--- src/rtl/ecc_crc_pkg.sv ---
package ecc_crc_pkg;
  typedef enum logic {
    FLD_DATA = 1'b0,
    FLD_HDR  = 1'b1
  } fld_e;

  localparam int unsigned HDR_W    = 16;
  localparam logic [15:0] HDR_POLY = 16'h1021;
  localparam logic [15:0] HDR_INIT = 16'hFFFF;
endpackage

--- src/rtl/ecc_poly_sel.sv ---
module ecc_poly_sel
  import ecc_crc_pkg::*;
#(
  parameter int unsigned W         = 32,
  parameter logic [W-1:0] DATA_POLY = 32'h00A0_0805,
  parameter logic [W-1:0] DATA_INIT = '0
) (
  input  fld_e         fld_i,
  output logic [W-1:0] poly_o,
  output logic [W-1:0] init_o,
  output logic [W-1:0] mask_o,
  output logic [W-1:0] top_o
);
  localparam int unsigned PAD = W - HDR_W;

  always_comb begin
    if (fld_i == FLD_HDR) begin
      poly_o = {{PAD{1'b0}}, HDR_POLY};
      init_o = {{PAD{1'b0}}, HDR_INIT};
      mask_o = {{PAD{1'b0}}, {HDR_W{1'b1}}};
      top_o  = '0;
      top_o[HDR_W-1] = 1'b1;
    end else begin
      poly_o = DATA_POLY;
      init_o = DATA_INIT;
      mask_o = '1;
      top_o  = '0;
      top_o[W-1] = 1'b1;
    end
  end
endmodule

--- src/rtl/ecc_lfsr_core.sv ---
module ecc_lfsr_core #(
  parameter int unsigned W = 32
) (
  input  logic         clk_i,
  input  logic         rst_ni,
  input  logic         clr_i,
  input  logic [W-1:0] init_i,
  input  logic         en_i,
  input  logic         din_i,
  input  logic         nofb_i,
  input  logic [W-1:0] poly_i,
  input  logic [W-1:0] mask_i,
  input  logic [W-1:0] top_i,
  output logic [W-1:0] rem_o,
  output logic         msb_o
);
  logic [W-1:0] q;
  logic [W-1:0] shl;
  logic [W-1:0] nxt;
  logic         fb;

  for (genvar i = 0; i < W; i++) begin : g_shift
    if (i == 0) begin : g_lsb
      assign shl[i] = 1'b0;
    end else begin : g_mid
      assign shl[i] = q[i-1];
    end
  end

  assign msb_o = |(q & top_i);
  // generate tail: plain shift-out, no division
  assign fb    = nofb_i ? 1'b0 : (msb_o ^ din_i);
  assign nxt   = (shl ^ (poly_i & {W{fb}})) & mask_i;

  always_ff @(posedge clk_i or negedge rst_ni) begin
    if (!rst_ni)      q <= '0;
    else if (clr_i)   q <= init_i & mask_i;
    else if (en_i)    q <= nxt;
  end

  assign rem_o = q;
endmodule

--- src/rtl/ecc_tail_ctr.sv ---
module ecc_tail_ctr #(
  parameter int unsigned MAXN = 32,
  localparam int unsigned CW  = $clog2(MAXN + 1)
) (
  input  logic          clk_i,
  input  logic          rst_ni,
  input  logic          clr_i,
  input  logic          step_i,
  input  logic [CW-1:0] limit_i,
  output logic          done_o
);
  logic [CW-1:0] cnt;

  always_ff @(posedge clk_i or negedge rst_ni) begin
    if (!rst_ni)                     cnt <= '0;
    else if (clr_i)                  cnt <= '0;
    else if (step_i && cnt < limit_i) cnt <= cnt + 1'b1;
  end

  assign done_o = (cnt == limit_i);
endmodule

--- src/rtl/ecc_crc_shifter.sv ---
module ecc_crc_shifter
  import ecc_crc_pkg::*;
#(
  parameter int unsigned  DATA_W    = 32,
  parameter logic [DATA_W-1:0] DATA_POLY = 32'h00A0_0805,
  parameter logic [DATA_W-1:0] DATA_INIT = '0
) (
  input  logic              clk_i,
  input  logic              rst_ni,
  input  logic              clear_i,
  input  logic              mode_i,
  input  logic              gen_i,
  input  logic              bit_en_i,
  input  logic              din_i,
  input  logic              tail_i,
  output logic              ser_o,
  output logic [DATA_W-1:0] rem_o,
  output logic              zero_o,
  output logic              done_o
);
  localparam int unsigned CW = $clog2(DATA_W + 1);

  fld_e              fld_q;
  logic              hdr_q;
  logic              gen_q;
  logic [DATA_W-1:0] poly, init, mask, top;
  logic              msb;
  logic              wtail;
  logic [CW-1:0]     limit;

  // field type and direction fixed per field
  always_ff @(posedge clk_i or negedge rst_ni) begin
    if (!rst_ni) begin
      fld_q <= FLD_DATA;
      gen_q <= 1'b0;
    end else if (clear_i) begin
      fld_q <= fld_e'(mode_i);
      gen_q <= gen_i;
    end
  end

  assign hdr_q = (fld_q == FLD_HDR);
  assign wtail = gen_q && tail_i;
  assign limit = hdr_q ? CW'(HDR_W) : CW'(DATA_W);

  ecc_poly_sel #(
    .W(DATA_W), .DATA_POLY(DATA_POLY), .DATA_INIT(DATA_INIT)
  ) u_sel (
    .fld_i (fld_q),
    .poly_o(poly),
    .init_o(init),
    .mask_o(mask),
    .top_o (top)
  );

  // preset on clear uses the incoming mode, not the latched one
  logic [DATA_W-1:0] init_new, mask_new;
  logic [DATA_W-1:0] poly_unused, top_unused;
  ecc_poly_sel #(
    .W(DATA_W), .DATA_POLY(DATA_POLY), .DATA_INIT(DATA_INIT)
  ) u_sel_new (
    .fld_i (fld_e'(mode_i)),
    .poly_o(poly_unused),
    .init_o(init_new),
    .mask_o(mask_new),
    .top_o (top_unused)
  );

  logic [DATA_W-1:0] core_mask;
  assign core_mask = clear_i ? mask_new : mask;

  ecc_lfsr_core #(.W(DATA_W)) u_core (
    .clk_i (clk_i),
    .rst_ni(rst_ni),
    .clr_i (clear_i),
    .init_i(init_new),
    .en_i  (bit_en_i),
    .din_i (din_i),
    .nofb_i(wtail),
    .poly_i(poly),
    .mask_i(core_mask),
    .top_i (top),
    .rem_o (rem_o),
    .msb_o (msb)
  );

  ecc_tail_ctr #(.MAXN(DATA_W)) u_ctr (
    .clk_i  (clk_i),
    .rst_ni (rst_ni),
    .clr_i  (clear_i),
    .step_i (bit_en_i && tail_i),
    .limit_i(limit),
    .done_o (done_o)
  );

  assign ser_o  = wtail ? msb : din_i;
  assign zero_o = (rem_o == '0);

  logic unused_ok;
  assign unused_ok = ^{poly_unused, top_unused};
endmodule

--- config.mk ---
export PLATFORM = sky130hd
export DESIGN_NAME = ecc_crc_shifter
export DESIGN_NICKNAME = d
export VERILOG_FILES = /design/src/rtl/ecc_crc_pkg.sv /design/src/rtl/ecc_poly_sel.sv /design/src/rtl/ecc_lfsr_core.sv /design/src/rtl/ecc_tail_ctr.sv /design/src/rtl/ecc_crc_shifter.sv
export SDC_FILE = /design/constraint.sdc
export NUM_CORES = 1
export LEC_CHECK = 0
export BUFFER_PORTS_ARGS = -buffer_cell sky130_fd_sc_hd__clkbuf_2
export CAP_MARGIN = 20
export CORE_MARGIN = 1.5
export CORE_UTILIZATION = 53
export CTS_CLUSTER_DIAMETER = 200
export DETAILED_ROUTE_END_ITERATION = 16
export GPL_TIMING_DRIVEN = 0
export HOLD_SLACK_MARGIN = 0.06
export PLACE_DENSITY = 0.78
export SYNTH_ARGS = -nofsm -noshare
export SYNTH_HDL_FRONTEND = slang
export SYNTH_SLANG_ARGS = --single-unit
--- constraint.sdc ---
create_clock -name clk_i -period 2.2 [get_ports clk_i]
set_clock_uncertainty 0.15 [all_clocks]
set_input_delay 0.11 -clock clk_i [delete_from_list [all_inputs] [get_ports clk_i]]
set_output_delay 0.11 -clock clk_i [all_outputs]
set_load 0.005 [all_outputs]
After elaboration in Yosys (flattened, before gate mapping)

Index checks and enable logic that the tools add are counted.

Register bits: 40
Word-level logic and storage cells: 33
Input bits: 8
Output and inout bits: 35

Bitwise logic cells: 6
Reduce and logical (&&, ||, !) cells: 7
Add/sub/neg operators: 1
Equality and inequality tests: 1
Muxes and demuxes: 13
Magnitude comparators: 1

Operators with widths:

| cell                | count |
|---|---|
| $mux 32             | 6 |
| $and 32x32->32      | 2 |
| $and 16x32->32      | 1 |
| $and 24x32->32      | 1 |
| $logic_not 32->1    | 1 |
| $reduce_or 32->1    | 1 |
| $xor 32x32->32      | 1 |
| $mux 24             | 1 |
| $mux 6              | 3 |
| $mux 16             | 1 |
| $add 6x1->6 const B | 1 |
| $eq 6x6->1          | 1 |
| $lt 6x6->1          | 1 |
| $reduce_bool 2->1   | 2 |
| $logic_and 1x1->1   | 3 |
| $mux 1              | 2 |
| $xor 1x1->1         | 1 |

Logic depth before layout (Yosys ltp)

Word-level depth: 10
Depth in mapped cells: 6
Mapped depth without buffers: 6

Hierarchy

From an unflattened synthesis, not the netlist that was laid out.

Cell total of the unflattened synthesis: 675
Area total of the unflattened synthesis: 6190.9 µm²

Modules (own cells, without submodules):

| module          | cells each | sequential area each (µm²) | area each (µm²) | times used |
|---|---|---|---|---|
| ecc_lfsr_core   | 303        | 800.8                      | 3056.7          | 1 |
| ecc_poly_sel    | 130        | 0.0                        | 964.7           | 2 |
| ecc_crc_shifter | 57         | 50.0                       | 704.4           | 1 |
| ecc_tail_ctr    | 55         | 150.1                      | 500.5           | 1 |

Least setup slack after synthesis

No wires, ideal clock.

Path type: flip-flop to flip-flop
Start: register fld_q
End: register u_ctr.cnt[5]
Path slack: 0.484 ns
Arrival: 1.434 ns
Cell stages (with the launch flop): 6
Required time: 1.918 ns
Path buffers: 0
Path through: dfrtp_1 -> ha_1 -> nor2b_1 -> nor4_1 -> xnor2_1 -> nor2_1

Word-level cells in the longest chain between the ends: 4

RTL lines:

| item                        | line                  | RTL |
|---|---|---|
| start: declaration          | ecc_crc_shifter.sv:23 | `fld_e fld_q;` |
| start signal: assignment    | ecc_crc_shifter.sv:37 | `fld_q <= fld_e'(mode_i);` |
| $mux 6                      | ecc_crc_shifter.sv:44 | `assign limit = hdr_q ? CW'(HDR_W) : CW'(DATA_W);` |
| $lt 6x6->1                  | ecc_tail_ctr.sv:17    | `else if (step_i && cnt < limit_i) cnt <= cnt + 1'b1;` |
| $logic_and 1x1->1           | ecc_tail_ctr.sv:17    |  |
| $reduce_bool 2->1 (no line) | -                     |  |
| end signal: assignment      | ecc_tail_ctr.sv:17    |  |
| end: declaration            | ecc_tail_ctr.sv:12    | `logic [CW-1:0] cnt;` |

Every way passes these cells.
A chain may end at the register's enable or synchronous reset.

Final worst setup path

Start: input clear_i
End: register u_core.q[1], in the netlist u_core.rem_o[1]

Word-level cells in the longest chain between the ends: 4
Elaborated cells on any way between the ends: 6
Classes of those cells: 3 x mux; 2 x bitwise; 1 x reduce/logical

RTL lines:

| item                   | line                  | RTL |
|---|---|---|
| start: declaration     | ecc_crc_shifter.sv:10 | `input logic clear_i,` |
| $mux 32                | ecc_crc_shifter.sv:70 | `assign core_mask = clear_i ? mask_new : mask;` |
| $and 32x32->32         | ecc_lfsr_core.sv:33   | `assign nxt = (shl ^ (poly_i & {W{fb}})) & mask_i;` |
| $mux 32                | ecc_lfsr_core.sv:38   | `else if (en_i) q <= nxt;` |
| $mux 32                | ecc_lfsr_core.sv:37   | `else if (clr_i) q <= init_i & mask_i;` |
| end signal: assignment | ecc_lfsr_core.sv:37   |  |
| end signal: assignment | ecc_lfsr_core.sv:38   |  |
| end: declaration       | ecc_lfsr_core.sv:17   | `logic [W-1:0] q;` |

Parallel ways exist; a longest one is shown, timed or not. The select of a mux whose other input is x is not followed.

==> metrics.yaml <==
cts_setup_buffers: 0
dp_hpwl_um: 3090
yosysSeqAreaShare_pct: 52.4
relSlewSlack_pct: 36.2
drv_slew: 0
synth-seq-cells: 40
powerDensity_nw_per_um2: 666
grt_util_all_layers_pct: 23.9
worst_slew_pin_slew_ns: 0.957
die_x_um: 63.0
hold_violations: 0
cts_sinks: 40
syn_area_um2: 1910
synth_cell_types: 31
synth.avg_cell_area_um2: 10.8
start_util_pct: 56.3
cts.path.max_buffers: 2
crit_top_cell: "dlygate4sd3_1"
ir_drop_mv: 0.412
dieArea_um2: 3970
grt_overflow_total: 0
cts_tree: "yes"
viasPerCell: 5.70
fin_crit_ns: 1.96
tns_ns: 0
drive_gt1_share_pct: 25.1
fmaxAchievable_mhz: 510
drtAntennaViolNets: 0
dieHeight_um: 63.0
fill_cells: 274
ctsResizeCount: 0
max_stage_delay_ns: 0.55
first_pass_iters: 4
drt-initial-drc-count: 115
hold_class: "in -> reg"
via_count: 1580
clk_latency_ns: 0.35
pin_count: 43
cp-start-kind: "input port"
yosysWarningCount: 0
rsz0062_at_grt: "no"
grt_pass1_vias: 1577
nets: 242
status: "finished clean"
crit_path_end_kind: "flop"
slowest_stage: "dlygate4sd3_1"
core_area_um2: 3390
cts-root-buf: "clkbuf_4"
power_leakage_uw: 0.00106
synth.net_count: 188
place.gp.congestion: 0.843
period_share_pct: 89.2
wl_per_cell_um: 15.7
path_class: "in -> reg"
critPathArrivalTime_ns: 2.11
setup_viol: 0
post-place-cells: 264
totalWireLength_um: 4350
antenna_found_initial: 0
maxCapViolCount: 0
syn_inst: 176
port_buffers: 42
diodes: 0
grt_pass1_wl_um: 7420
grt_max_degree: 41
cts_buffers: 5
cp_max_fo: 10
path_cells: "dlygate4sd3_1, clkbuf_2, clkbuf_1, buf_2, a211oi_1, nor2_1, dlygate4sd3_1"
h-tree-depth: 2
area_growth_pct: 20.8
drcViolationCount: 0
required_ns: 2.35
cts_hold_buf: 5
final_cells: 277
clkTransAtPathRegs_ns: 0.12
row_count: 21
==> per-stage QoR <==
stage                     cell area [µm²]  setup WS [ns]  hold WS [ns]  total power (µW)  util, %
after floorplan                      1910          0.484        -0.336               960        -
after global placement               2180          0.385         0.138              1050     64.2
after detailed placement             2180          0.321         0.152              1060     64.2
after CTS                            2310          0.274         0.119              1550     68.1
after global routing                 2310          0.218         0.159              1620     68.1
final                                2310          0.237         0.141              1540     68.1
==> registers in the layout, summed over array words and instances, names as in the netlist <==
signal and count:
u_core.rem_o 32, u_ctr.cnt 6, fld_q 1, gen_q 1
==> path summary, 6_finish.rpt <==
| kind | from | endpoint | slack, ns | depth (start not counted) |
|---|---|---|---|---|
| max | clear_i | u_core.rem_o[1]$_DFFE_PN0P_ | 0.24 | 7 |
| min | bit_en_i | u_core.rem_o[4]$_DFFE_PN0P_ | 0.14 | 4 |
| max reg2reg | fld_q$_DFFE_PN0P_ | u_ctr.cnt[5]$_DFFE_PN0P_ | 0.28 | 5 |
| min reg2reg | u_core.rem_o[28]$_DFFE_PN0P_ | u_core.rem_o[28]$_DFFE_PN0P_ | 0.42 | 1 |
| max in group asynchronous | rst_ni | u_ctr.cnt[3]$_DFFE_PN0P_ | 1.01 | 2 |
| min in group asynchronous | rst_ni | u_ctr.cnt[0]$_DFFE_PN0P_ | 0.28 | 2 |
==> area by class of cell <==
cell class	instances	area, µm²	area share, %
Sequential cell	40	1000	43.4
Multi-Input combinational cell	123	855	37.0
Timing Repair Buffer	47	260	11.3
Tap cell	46	57.6	2.49
Clock inverter	3	42.5	1.84
Clock buffer	5	37.5	1.63
Buffer	8	35.0	1.52
Inverter	5	18.8	0.813
==> cell usage after synthesis <==
| cell | count | area share, % |
|---|---|---|
| a21boi_0 | 1 | 0.39 |
| a21oi_1 | 3 | 0.79 |
| and2b_1 | 2 | 0.79 |
| nor3_2 | 1 | 0.52 |
| nor2b_1 | 12 | 3.9 |
| nand3_1 | 3 | 0.79 |
| nor4b_2 | 1 | 0.79 |
| nor3_1 | 1 | 0.26 |
| mux2i_1 | 1 | 0.52 |
| nor3b_1 | 1 | 0.39 |
| inv_1 | 5 | 0.98 |
| a22o_1 | 16 | 7.3 |
| mux2_2 | 1 | 0.59 |
| nand4b_1 | 1 | 0.46 |
| mux2i_2 | 1 | 0.72 |
| xor2_1 | 6 | 2.8 |
| a211oi_1 | 11 | 4.3 |
| dfrtp_1 | 40 | 52 |
| nand2_1 | 5 | 0.98 |
| o211ai_1 | 4 | 1.6 |
| nor4_1 | 9 | 2.9 |
| nor2_1 | 20 | 3.9 |
| a31oi_1 | 1 | 0.33 |
| o21ai_0 | 3 | 0.79 |
| nand3b_1 | 5 | 2.0 |
| nand4_1 | 2 | 0.66 |
| xnor2_1 | 7 | 3.2 |
| buf_2 | 4 | 1.0 |
| ha_1 | 4 | 2.6 |
| clkbuf_1 | 4 | 0.79 |
| or2b_1 | 1 | 0.39 |
==> worst max-delay path, delay by kind of cell <==
kind / cells / cell delay (ns)
buffers and inverters: 5 / 1.83
AND/OR/NAND/NOR: 1 / 0.10
AO/OA/AOI/OAI: 1 / 0.07
==> power by group <==
group	switching [µW]	internal, µW	total [µW]
clock network	239	237	476
logic	125	105	230
registers	55.0	776	831
==> per-layer routing <==
layer  GRT usage, %  routed length, µm
met1           30.7               2010
met2           38.6               2090
met3           7.57                214
met4           7.50                 41
met5              0                  0
==> logic make-up after synthesis <==
logic type	Yosys count	synth area share [%]
AO/OA/AOI/OAI	39	15.5
flip-flops	40	52.4
multiplexers	3	1.83
buffers and inverters	13	2.82
AND/OR/NAND/NOR	64	18.8
XOR/XNOR	13	5.96
adder cells (fa/ha/maj)	4	2.62
==> cell usage in the layout, fill, tap and decap left out, types with 2 or more instances in the layout <==
cell type,instances
clkbuf_4,5
and2b_1,2
a22o_1,16
a211oi_1,11
dfrtp_1,40
xnor2_1,7
xor2_1,6
nand4_1,2
clkbuf_1,4
buf_2,4
nor2_1,20
a21oi_1,3
nor2b_1,12
nand2_1,5
dlygate4sd3_1,5
ha_1,4
nand3b_1,5
inv_1,5
o211ai_1,4
nor4_1,9
clkbuf_2,42
nand3_1,3
o21ai_0,3
(Power assumes the default switching activity.)
